$ cat config.mk
export PLATFORM = sky130hd
export DESIGN_NAME = dqs_tap_search
export DESIGN_NICKNAME = d
export VERILOG_FILES = /design/src/rtl/dqs_tap_pkg.sv /design/src/rtl/tap_pattern_gen.sv /design/src/rtl/tap_midpoint.sv /design/src/rtl/tap_search_fsm.sv /design/src/rtl/dqs_tap_search.sv
export SDC_FILE = /design/constraint.sdc
export NUM_CORES = 1
export LEC_CHECK = 0
export ABC_AREA = 1
export BUFFER_PORTS_ARGS = -buffer_cell sky130_fd_sc_hd__buf_2
export CELL_PAD_IN_SITES_DETAIL_PLACEMENT = 2
export CELL_PAD_IN_SITES_GLOBAL_PLACEMENT = 2
export CORE_MARGIN = 2
export CORE_UTILIZATION = 34
export DETAILED_ROUTE_END_ITERATION = 12
export GPL_TIMING_DRIVEN = 0
export PLACE_DENSITY_LB_ADDON = 0.1
export RECOVER_POWER = 25
export SLEW_MARGIN = 20
export SYNTH_ARGS = -nofsm -noshare
export SYNTH_HDL_FRONTEND = slang
export SYNTH_SLANG_ARGS = --single-unit
export TNS_END_PERCENT = 50
$ cat constraint.sdc
create_clock -name clk -period 3.75 [get_ports clk]
set_clock_uncertainty 0.15 [all_clocks]
set_input_delay 0.375 -clock clk [delete_from_list [all_inputs] [get_ports clk]]
set_output_delay 0.375 -clock clk [all_outputs]
set_load 0.01 [all_outputs]
$ cat src/rtl/dqs_tap_pkg.sv
package dqs_tap_pkg;
    localparam int TAP_W_DEF  = 6;
    localparam int CEIL_DEF   = 32;
    localparam int ROUNDS_DEF = 2;

    typedef enum logic [2:0] {
        ST_IDLE,
        ST_SET,
        ST_REQ,
        ST_WAIT,
        ST_FIN,
        ST_DONE
    } srch_state_e;

    typedef enum logic {
        DIR_UP,
        DIR_DN
    } srch_dir_e;
endpackage

$ cat src/rtl/tap_pattern_gen.sv
module tap_pattern_gen #(
    parameter int IDX_W  = 8,
    parameter int HALF_W = 16,
    parameter bit ENABLE = 1'b1,
    localparam int SEL_W  = $clog2(IDX_W / 2),
    localparam int DATA_W = 2 * HALF_W
) (
    input  logic [IDX_W-1:0]  idx,
    input  logic [SEL_W-1:0]  sel,
    output logic [DATA_W-1:0] data
);
    generate
        if (ENABLE) begin : g_pat
            logic lo_bit, hi_bit;
            always_comb begin
                lo_bit = idx[2 * sel];
                hi_bit = idx[2 * sel + 1];
                data   = {{HALF_W{hi_bit}}, {HALF_W{lo_bit}}};
            end
        end else begin : g_nopat
            assign data = '0;
        end
    endgenerate
endmodule

$ cat src/rtl/tap_midpoint.sv
module tap_midpoint #(
    parameter int TAP_W = 6
) (
    input  logic [TAP_W-1:0] upper,
    input  logic [TAP_W-1:0] lower,
    output logic [TAP_W-1:0] mid,
    output logic [TAP_W-1:0] mid_p1
);
    logic [TAP_W:0] sum;
    always_comb begin
        sum    = {1'b0, upper} + {1'b0, lower};
        mid    = sum[TAP_W:1];
        mid_p1 = sum[TAP_W:1] + 1'b1;
    end
endmodule

$ cat src/rtl/tap_search_fsm.sv
module tap_search_fsm
    import dqs_tap_pkg::*;
#(
    parameter int TAP_W  = TAP_W_DEF,
    parameter int CEIL   = CEIL_DEF,
    parameter int ROUNDS = ROUNDS_DEF,
    localparam int RND_W = $clog2(ROUNDS + 1)
) (
    input  logic             clk,
    input  logic             rst_n,
    input  logic             start,
    input  logic [TAP_W-1:0] start_tap,
    input  logic             check_done,
    input  logic             check_pass,
    input  logic [TAP_W-1:0] mid,
    input  logic [TAP_W-1:0] mid_p1,
    output logic             check_req,
    output logic [TAP_W-1:0] lane0,
    output logic [TAP_W-1:0] lane1,
    output logic [TAP_W-1:0] upper,
    output logic [TAP_W-1:0] lower,
    output logic             done
);
    localparam logic [TAP_W-1:0] CEIL_V = TAP_W'(CEIL);
    localparam logic [RND_W-1:0] LAST_RND = RND_W'(ROUNDS - 1);

    typedef struct packed {
        srch_state_e      st;
        srch_dir_e        dir;
        logic [TAP_W-1:0] cand;
        logic [TAP_W-1:0] origin;
        logic [TAP_W-1:0] upper;
        logic [TAP_W-1:0] lower;
        logic [RND_W-1:0] rnd;
        logic [TAP_W-1:0] lane0;
        logic [TAP_W-1:0] lane1;
        logic             req;
        logic             done;
    } srch_regs_t;

    srch_regs_t r_q, r_d;

    always_comb begin
        r_d     = r_q;
        r_d.req = 1'b0;
        case (r_q.st)
            ST_IDLE, ST_DONE: begin
                if (start) begin
                    r_d.st     = ST_SET;
                    r_d.dir    = DIR_UP;
                    r_d.cand   = start_tap;
                    r_d.origin = start_tap;
                    r_d.upper  = start_tap;
                    r_d.lower  = start_tap;
                    r_d.done   = 1'b0;
                end
            end
            ST_SET: begin
                r_d.lane0 = r_q.cand;
                r_d.lane1 = r_q.cand;
                r_d.rnd   = '0;
                r_d.st    = ST_REQ;
            end
            ST_REQ: begin
                r_d.req = 1'b1;
                r_d.st  = ST_WAIT;
            end
            ST_WAIT: begin
                if (check_done) begin
                    if (check_pass && r_q.rnd != LAST_RND) begin
                        r_d.rnd = r_q.rnd + 1'b1;
                        r_d.st  = ST_REQ;
                    end else if (r_q.dir == DIR_UP) begin
                        r_d.st = ST_SET;
                        if (check_pass && r_q.cand < CEIL_V) begin
                            r_d.cand = r_q.cand + 1'b1;
                        end else begin
                            r_d.upper = check_pass ? r_q.cand : r_q.cand - 1'b1;
                            r_d.dir   = DIR_DN;
                            r_d.cand  = r_q.origin;
                        end
                    end else begin
                        if (!check_pass) begin
                            r_d.lower = r_q.cand + 1'b1;
                            r_d.st    = ST_FIN;
                        end else if (r_q.cand == '0) begin
                            r_d.lower = '0;
                            r_d.st    = ST_FIN;
                        end else begin
                            r_d.cand = r_q.cand - 1'b1;
                            r_d.st   = ST_SET;
                        end
                    end
                end
            end
            ST_FIN: begin
                r_d.lane0 = mid;
                r_d.lane1 = mid_p1;
                r_d.done  = 1'b1;
                r_d.st    = ST_DONE;
            end
            default: r_d.st = ST_IDLE;
        endcase
    end

    always_ff @(posedge clk or negedge rst_n) begin
        if (!rst_n) begin
            r_q <= '{st: ST_IDLE, dir: DIR_UP, default: '0};
        end else begin
            r_q <= r_d;
        end
    end

    assign check_req = r_q.req;
    assign lane0     = r_q.lane0;
    assign lane1     = r_q.lane1;
    assign upper     = r_q.upper;
    assign lower     = r_q.lower;
    assign done      = r_q.done;

    p_req_lanes_eq_r1: assert property (@(posedge clk) disable iff (!rst_n)
        check_req |-> lane0 == lane1);
    p_wait_lanes_stable_r1: assert property (@(posedge clk) disable iff (!rst_n)
        (r_q.st == ST_WAIT && !check_done) |=> ($stable(lane0) && $stable(lane1)));
    p_req_single_r2: assert property (@(posedge clk) disable iff (!rst_n)
        check_req |=> !check_req);
    p_up_ceiling_r3: assert property (@(posedge clk) disable iff (!rst_n)
        (check_req && r_q.dir == DIR_UP) |-> (lane0 <= CEIL_V || lane0 == r_q.origin));
    p_done_offset_r7: assert property (@(posedge clk) disable iff (!rst_n)
        done |-> lane1 == lane0 + 1'b1);
    p_done_hold_r7: assert property (@(posedge clk) disable iff (!rst_n)
        (done && !start) |=> (done && $stable(lane0) && $stable(lane1)));
endmodule

$ cat src/rtl/dqs_tap_search.sv
module dqs_tap_search
    import dqs_tap_pkg::*;
#(
    parameter int TAP_W  = TAP_W_DEF,
    parameter int CEIL   = CEIL_DEF,
    parameter int ROUNDS = ROUNDS_DEF,
    parameter int IDX_W  = 8,
    parameter int HALF_W = 16,
    parameter bit PAT_EN = 1'b1,
    localparam int SEL_W  = $clog2(IDX_W / 2),
    localparam int DATA_W = 2 * HALF_W
) (
    input  logic              clk,
    input  logic              rst_n,
    input  logic              start,
    input  logic [TAP_W-1:0]  start_tap,
    output logic              check_req,
    input  logic              check_done,
    input  logic              check_pass,
    output logic [TAP_W-1:0]  lane0_tap,
    output logic [TAP_W-1:0]  lane1_tap,
    output logic              done,
    input  logic [IDX_W-1:0]  pat_index,
    input  logic [SEL_W-1:0]  pat_word,
    output logic [DATA_W-1:0] pat_data
);
    logic [TAP_W-1:0] upper_w, lower_w, mid_w, mid_p1_w;

    tap_search_fsm #(
        .TAP_W (TAP_W),
        .CEIL  (CEIL),
        .ROUNDS(ROUNDS)
    ) u_fsm (
        .clk       (clk),
        .rst_n     (rst_n),
        .start     (start),
        .start_tap (start_tap),
        .check_done(check_done),
        .check_pass(check_pass),
        .mid       (mid_w),
        .mid_p1    (mid_p1_w),
        .check_req (check_req),
        .lane0     (lane0_tap),
        .lane1     (lane1_tap),
        .upper     (upper_w),
        .lower     (lower_w),
        .done      (done)
    );

    tap_midpoint #(.TAP_W(TAP_W)) u_mid (
        .upper (upper_w),
        .lower (lower_w),
        .mid   (mid_w),
        .mid_p1(mid_p1_w)
    );

    tap_pattern_gen #(
        .IDX_W (IDX_W),
        .HALF_W(HALF_W),
        .ENABLE(PAT_EN)
    ) u_pat (
        .idx (pat_index),
        .sel (pat_word),
        .data(pat_data)
    );
endmodule

Word-level counts from Yosys, hierarchy flattened
Index checks and enable logic that the tools add are counted.
{ "op_classes": {"add_sub_neg": 6, "magnitude_cmp": 3, "eq_ne": 16, "mux": 34, "reduce_logical": 17} }
{ "op_table": {"columns": ["operator", "n"], "rows": [
  ["two-way mux 6 bit", 10],
  ["case mux 12 bit (2 select lines)", 2],
  ["< comparator 32 x 4 -> 1 bit, second input constant", 1],
  ["two-way mux 28 bit", 1],
  ["AND reduction 6 bit", 3],
  ["case mux 3 bit (5 select lines)", 1],
  ["two-way mux 14 bit", 1],
  ["case mux 7 bit (2 select lines)", 1],
  ["adder 6 x 1 -> 6 bit, second input constant", 2],
  ["two-way mux 12 bit", 1],
  ["two-way mux 3 bit", 4],
  ["two-way mux 10 bit", 1],
  ["!= test 2 bit, second input constant", 5],
  ["nonzero test 2 bit", 4],
  ["adder 6 x 6 -> 7 bit", 1],
  ["two-way mux 7 bit", 1],
  ["== test 3 x 2 -> 1 bit, second input constant", 2],
  ["== test 3 bit, second input constant", 2],
  ["logical NOT 6 bit", 1],
  ["< comparator 6 bit, second input constant", 1],
  ["two-way mux 1 bit", 6],
  ["!= test 2 x 1 -> 1 bit, second input constant", 3],
  ["!= test 3 bit, second input constant", 2],
  ["AND reduction 2 bit", 3],
  ["16 further kinds", 17]
]} }
{ "word_totals": {"ff_bits": 44, "in_bits": 21, "out_inout_bits": 46, "word_cells": 87} }

Longest topological paths before layout
{ "depth": {"word_depth": 7, "mapped_depth": 13, "depth_no_buf": 13} }

Modules after synthesis
A second synthesis with hierarchy kept.
{ "hier_totals": {"hier_cells": 489, "hier_area_um2": 3402.0} }
{ "modules_own_cells": {"columns": ["module", "instances", "cells_per_inst", "area_per_inst_um2", "seq_area_each_um2"], "rows": [
  ["tap_search_fsm", 1, 368, 2690.1, 1101.1],
  ["tap_midpoint", 1, 65, 376.6, 0.0],
  ["tap_pattern_gen", 1, 56, 335.3, 0.0]
]} }

Least setup slack after synthesis
No wires, ideal clock.
{ "synth_path": {"path_type": "input to output", "from": "input pat_word[0]", "to": "output pat_data[0]", "arrival_ns": 1.399, "t_required_ns": 3.225, "path_slack_ns": 1.826, "cell_stages": 4, "n_path_buf": 1, "path_cell_list": "inv_1 o21ai_0 o22ai_1 buf_4"} }
{ "synth_between": {"elab_chain_len": 2} }
{ "synth_lines": {"columns": ["element", "line_no", "text"], "rows": [
  ["start, declared", "dqs_tap_search.sv:24", "input logic [SEL_W-1:0] pat_word,"],
  ["binary-select mux 1 bit (select 2 bit)", "tap_pattern_gen.sv:16", "lo_bit = idx[2 * sel];"],
  ["two-way mux 1 bit (implied by the code)", "tap_pattern_gen.sv:16", null],
  ["end, declared", "dqs_tap_search.sv:25", "output logic [DATA_W-1:0] pat_data"]
]} }
Every way passes these cells. The select of a mux whose other input is x is not followed.

Final worst setup path
{ "layout_path": {"from": "register u_fsm.r_q[34] (netlist name)", "to": "register u_fsm.r_q[41] (netlist name)"} }
{ "layout_between": {"elab_chain_len": 7} }
{ "layout_lines": {"columns": ["element", "line_no", "text"], "rows": [
  ["start, declared", "tap_search_fsm.sv:41", "srch_regs_t r_q, r_d;"],
  ["start signal, assigned", "tap_search_fsm.sv:110", "r_q <= r_d;"],
  ["logical NOT 6 bit", "tap_search_fsm.sv:86", "end else if (r_q.cand == '0) begin"],
  ["two-way mux 3 bit", "tap_search_fsm.sv:86", null],
  ["two-way mux 3 bit", "tap_search_fsm.sv:83", "if (!check_pass) begin"],
  ["two-way mux 3 bit", "tap_search_fsm.sv:73", "end else if (r_q.dir == DIR_UP) begin"],
  ["two-way mux 3 bit", "tap_search_fsm.sv:70", "if (check_pass && r_q.rnd != LAST_RND) begin"],
  ["two-way mux 10 bit", "tap_search_fsm.sv:69", "if (check_done) begin"],
  ["case mux 3 bit (5 select lines)", "tap_search_fsm.sv:46", "case (r_q.st)"]
]} }
Every way passes these cells. The select of a mux whose other input is x is not followed.
A chain may end at the register's enable or synchronous reset.

==> flow_metrics.py <==
metrics = {
    "run_status": {
        "status": "finished, final reports clean",
    },
    "final_layout": {
        "final_layout_size_suffix_gt1_frac": 0.3261,
        "final_cells": 635,
        "finalNetCount": 538,
        "most-common-layout-cells": "nand2_1 (108), buf_2 (68), buf_4 (45), dfrtp_1 (44), inv_1 (43)",
        "area_delta_synth_final_pct": 18.93,
        "stdcell_area_um2": 3851,
        "n_antenna_cell": 0,
        "layout_commonest_cell": "nand2_1",
    },
    "worst_setup_path": {
        "crit_path_max_fanout": 8,
        "r2r-end": "u_fsm.r_q[41]",
        "worstPathArrival_ns": 2.21,
        "start_kind": "flip-flop",
        "r2r_cells": 9,
        "required_ns": 3.77,
        "critical_path_class": "reg -> reg",
        "cpLargestDelayFamily": "compound AO/OA/AOI/OAI gates",
        "crit_buf_inv": 1,
        "reg2reg_from": "u_fsm.r_q[34]",
        "r2r_setup_slack_ns": 1.56,
        "crit_chain": "inv_1 -> ha_1 -> nand3_1 -> o21ai_1 -> nand2_1 -> nand2_1 -> nor2_1 -> o21ai_0 -> o21ai_0",
        "critPathSlowestCell": "dfrtp_1",
        "max_stage_delay_ns": 0.42,
        "end_kind": "flip-flop",
    },
    "drt": {
        "ant_nets": 0,
        "drc": 0,
        "drt-total-wl_mm": 9.954,
        "first_pass_iters": 4,
        "wire_per_inst_um": 15.68,
        "routed_via_density": 4.748,
        "drtIter0Drc": 65,
        "vias": 3015,
    },
    "place": {
        "place_congestion": 0.8632,
        "io_buffers": 66,
        "preCtsSetupSlack_ns": 1.275,
        "dp_hpwl_mm": 7.964,
        "placed_area_um2": 3730,
        "dp_cells": 627,
    },
    "synth": {
        "synthXorXnorAreaFrac": 0.01893,
        "synthMuxAreaShare": 0.003091,
        "yosysSeqAreaShare": 0.3400,
        "synthesis.nets": 464,
        "synth_compound_area_frac": 0.1484,
        "synthesis.area_um2": 3238,
        "yosys.cell_types.count": 38,
        "synthSimpleGateAreaFrac": 0.2581,
        "synth_top_family_by_area": "simple AND/OR/NAND/NOR gates",
        "synthCells": 432,
        "avgSynthCellArea_um2": 7.496,
        "yosys_warnings": 0,
        "synth_fa_ha_area_frac": 0.04482,
        "ys_ff_latch": 44,
    },
    "sta": {
        "layout_min_cycle_time_ns": 2.193,
        "hold_violations": 0,
        "final_max_slew_viol_count": 0,
        "fin_crit_sh": 0.5847,
        "max_freq_mhz": 456.1,
        "slew_headroom": 0.5857,
        "setup_ws_ns": 1.557,
        "rsz0062_at_grt": "false",
        "tightestPinTransition_ns": 0.6215,
        "tns_ns": 0,
        "setup_violations": 0,
    },
    "cts": {
        "cts_resized": 0,
        "clockRootBuffer": "clkbuf_8",
        "clkSlewWorstSetupHoldPaths_ns": 0.09,
        "htreeDepth": 2,
        "cts_buffer_depth": 2,
        "ctsHoldBuffers": 0,
        "numCtsBuffers": 5,
        "cts_tree": "done",
        "postCtsSetupBuffers": 0,
        "cts_sinks": 44,
        "clk_latency_ns": 0.30,
    },
    "flow_run": {
        "maxCapViolCount": 0,
    },
    "die": {
        "start_util": 0.3504,
        "io_pins": 67,
        "die_h_um": 101.6,
        "die-area_um2": 10320,
        "core-area_um2": 9240,
        "rows": 35,
        "die_width_um": 101.6,
    },
    "pwr": {
        "ir_worst_vdd_v": 0.0003261,
        "fin_total_pwr_uw": 2911,
        "powerDensity_nw_per_um2": 755.8,
        "p_leak_uw": 0.002096,
    },
    "min_path": {
        "holdPathEnd": "u_fsm.r_q[28]",
        "hold_class": "in -> reg",
        "hold_path_startpoint": "start_tap[0]",
        "min_path_cells": 3,
    },
    "grt": {
        "grt.overflow.total": 0,
        "track_usage": 0.2036,
        "grt_pass1_vias": 3278,
        "grt_pass1_wl_mm": 16.42,
        "grt_antenna_before_repair": 0,
        "grt_max_degree": 45,
    },
}
report_power, final:
group	internal, uW	leakage (uW)	total (uW)	switching [uW]
combinational	663	0.00148	1790	1120
clock	164	0.0000503	334	169
sequential	660	0.000570	789	130
flip-flops by register name, summed over array words and instances, names as in the netlist:
name,count
u_fsm.done,1
u_fsm.lane1,6
u_fsm.lane0,6
u_fsm.r_q,18
u_fsm.upper,6
u_fsm.lower,6
u_fsm.check_req,1
cell usage after synthesis, drive strengths merged:
library cell,instances,area (um2)
a21oi,19,98.85
a22o,1,8.760
a22oi,1,7.510
buf,51,397.9
clkbuf,2,7.510
clkinv,1,5.000
dfrtp,44,1101
fa,1,20.02
ha,10,125.1
inv,51,193.9
mux2i,1,10.01
nand2,121,501.7
nand3,18,102.6
nand3b,2,15.01
nand4,2,12.51
nor2,37,193.9
nor3,2,10.01
o211ai,7,57.55
o21ai,49,271.5
o221ai,2,17.52
o22ai,3,18.77
xnor2,2,17.52
xor2,5,43.79
how the worst max path moves through the flow:
stage	startpoint	endpoint	slack [ns]	depth (start not counted)
6_report	u_fsm.r_q[34]	u_fsm.r_q[41]	1.56	9
5_1_grt	u_fsm.r_q[34]	u_fsm.r_q[41]	1.29	9
4_1_cts	pat_word[0]	pat_data[13]	1.27	6
2_1_floorplan	pat_word[0]	pat_data[0]	1.83	4
3_5_place_dp	pat_word[0]	pat_data[13]	1.27	6
3_3_place_gp	pat_word[0]	pat_data[8]	1.43	6
layout make-up:
cell class | instances | area, um2
tap | 129 | 161.4
buffer | 53 | 405.4
inverter | 52 | 198.9
multi-input combinational | 283 | 1545
clock buffer | 7 | 96.34
sequential | 44 | 1101
timing repair buffer | 67 | 342.8
fill | 1112 | 5389
worst register-to-register path: cells and delay by family, from the launching register on:
kind                       cells  cell delay [ns]
adders and majority gates      1             0.27
AOI/OAI and AO/OA              3             0.50
DFF                            1             0.42
and+or+nand+nor                4             0.41
buffers and inverters          1             0.30
routing by layer:
metal	up-vias	GRT usage	wire length [um]
met5	-	0	0
met4	0	0.06133	204
met3	14	0.03106	337
met2	59	0.3623	4914
met1	1458	0.2531	4498
li1	1484	-	-
stage by stage:
stage | utilization | hold slack, ns
3_5_place_dp | 0.4037 | 0.3115
6_report | 0.4168 | 0.1467
2_1_floorplan | - | -0.07059
3_3_place_gp | 0.4037 | 0.3015
4_1_cts | 0.4141 | 0.1348
5_1_grt | 0.4168 | 0.1564
cells by family after synthesis:
family,after synthesis
compound gates,82
xor+xnor,7
fa+ha+maj,11
buf+inv,105
flops,44
mux,1
simple gates,182
No activity file was read; power rests on OpenSTA's default activity.
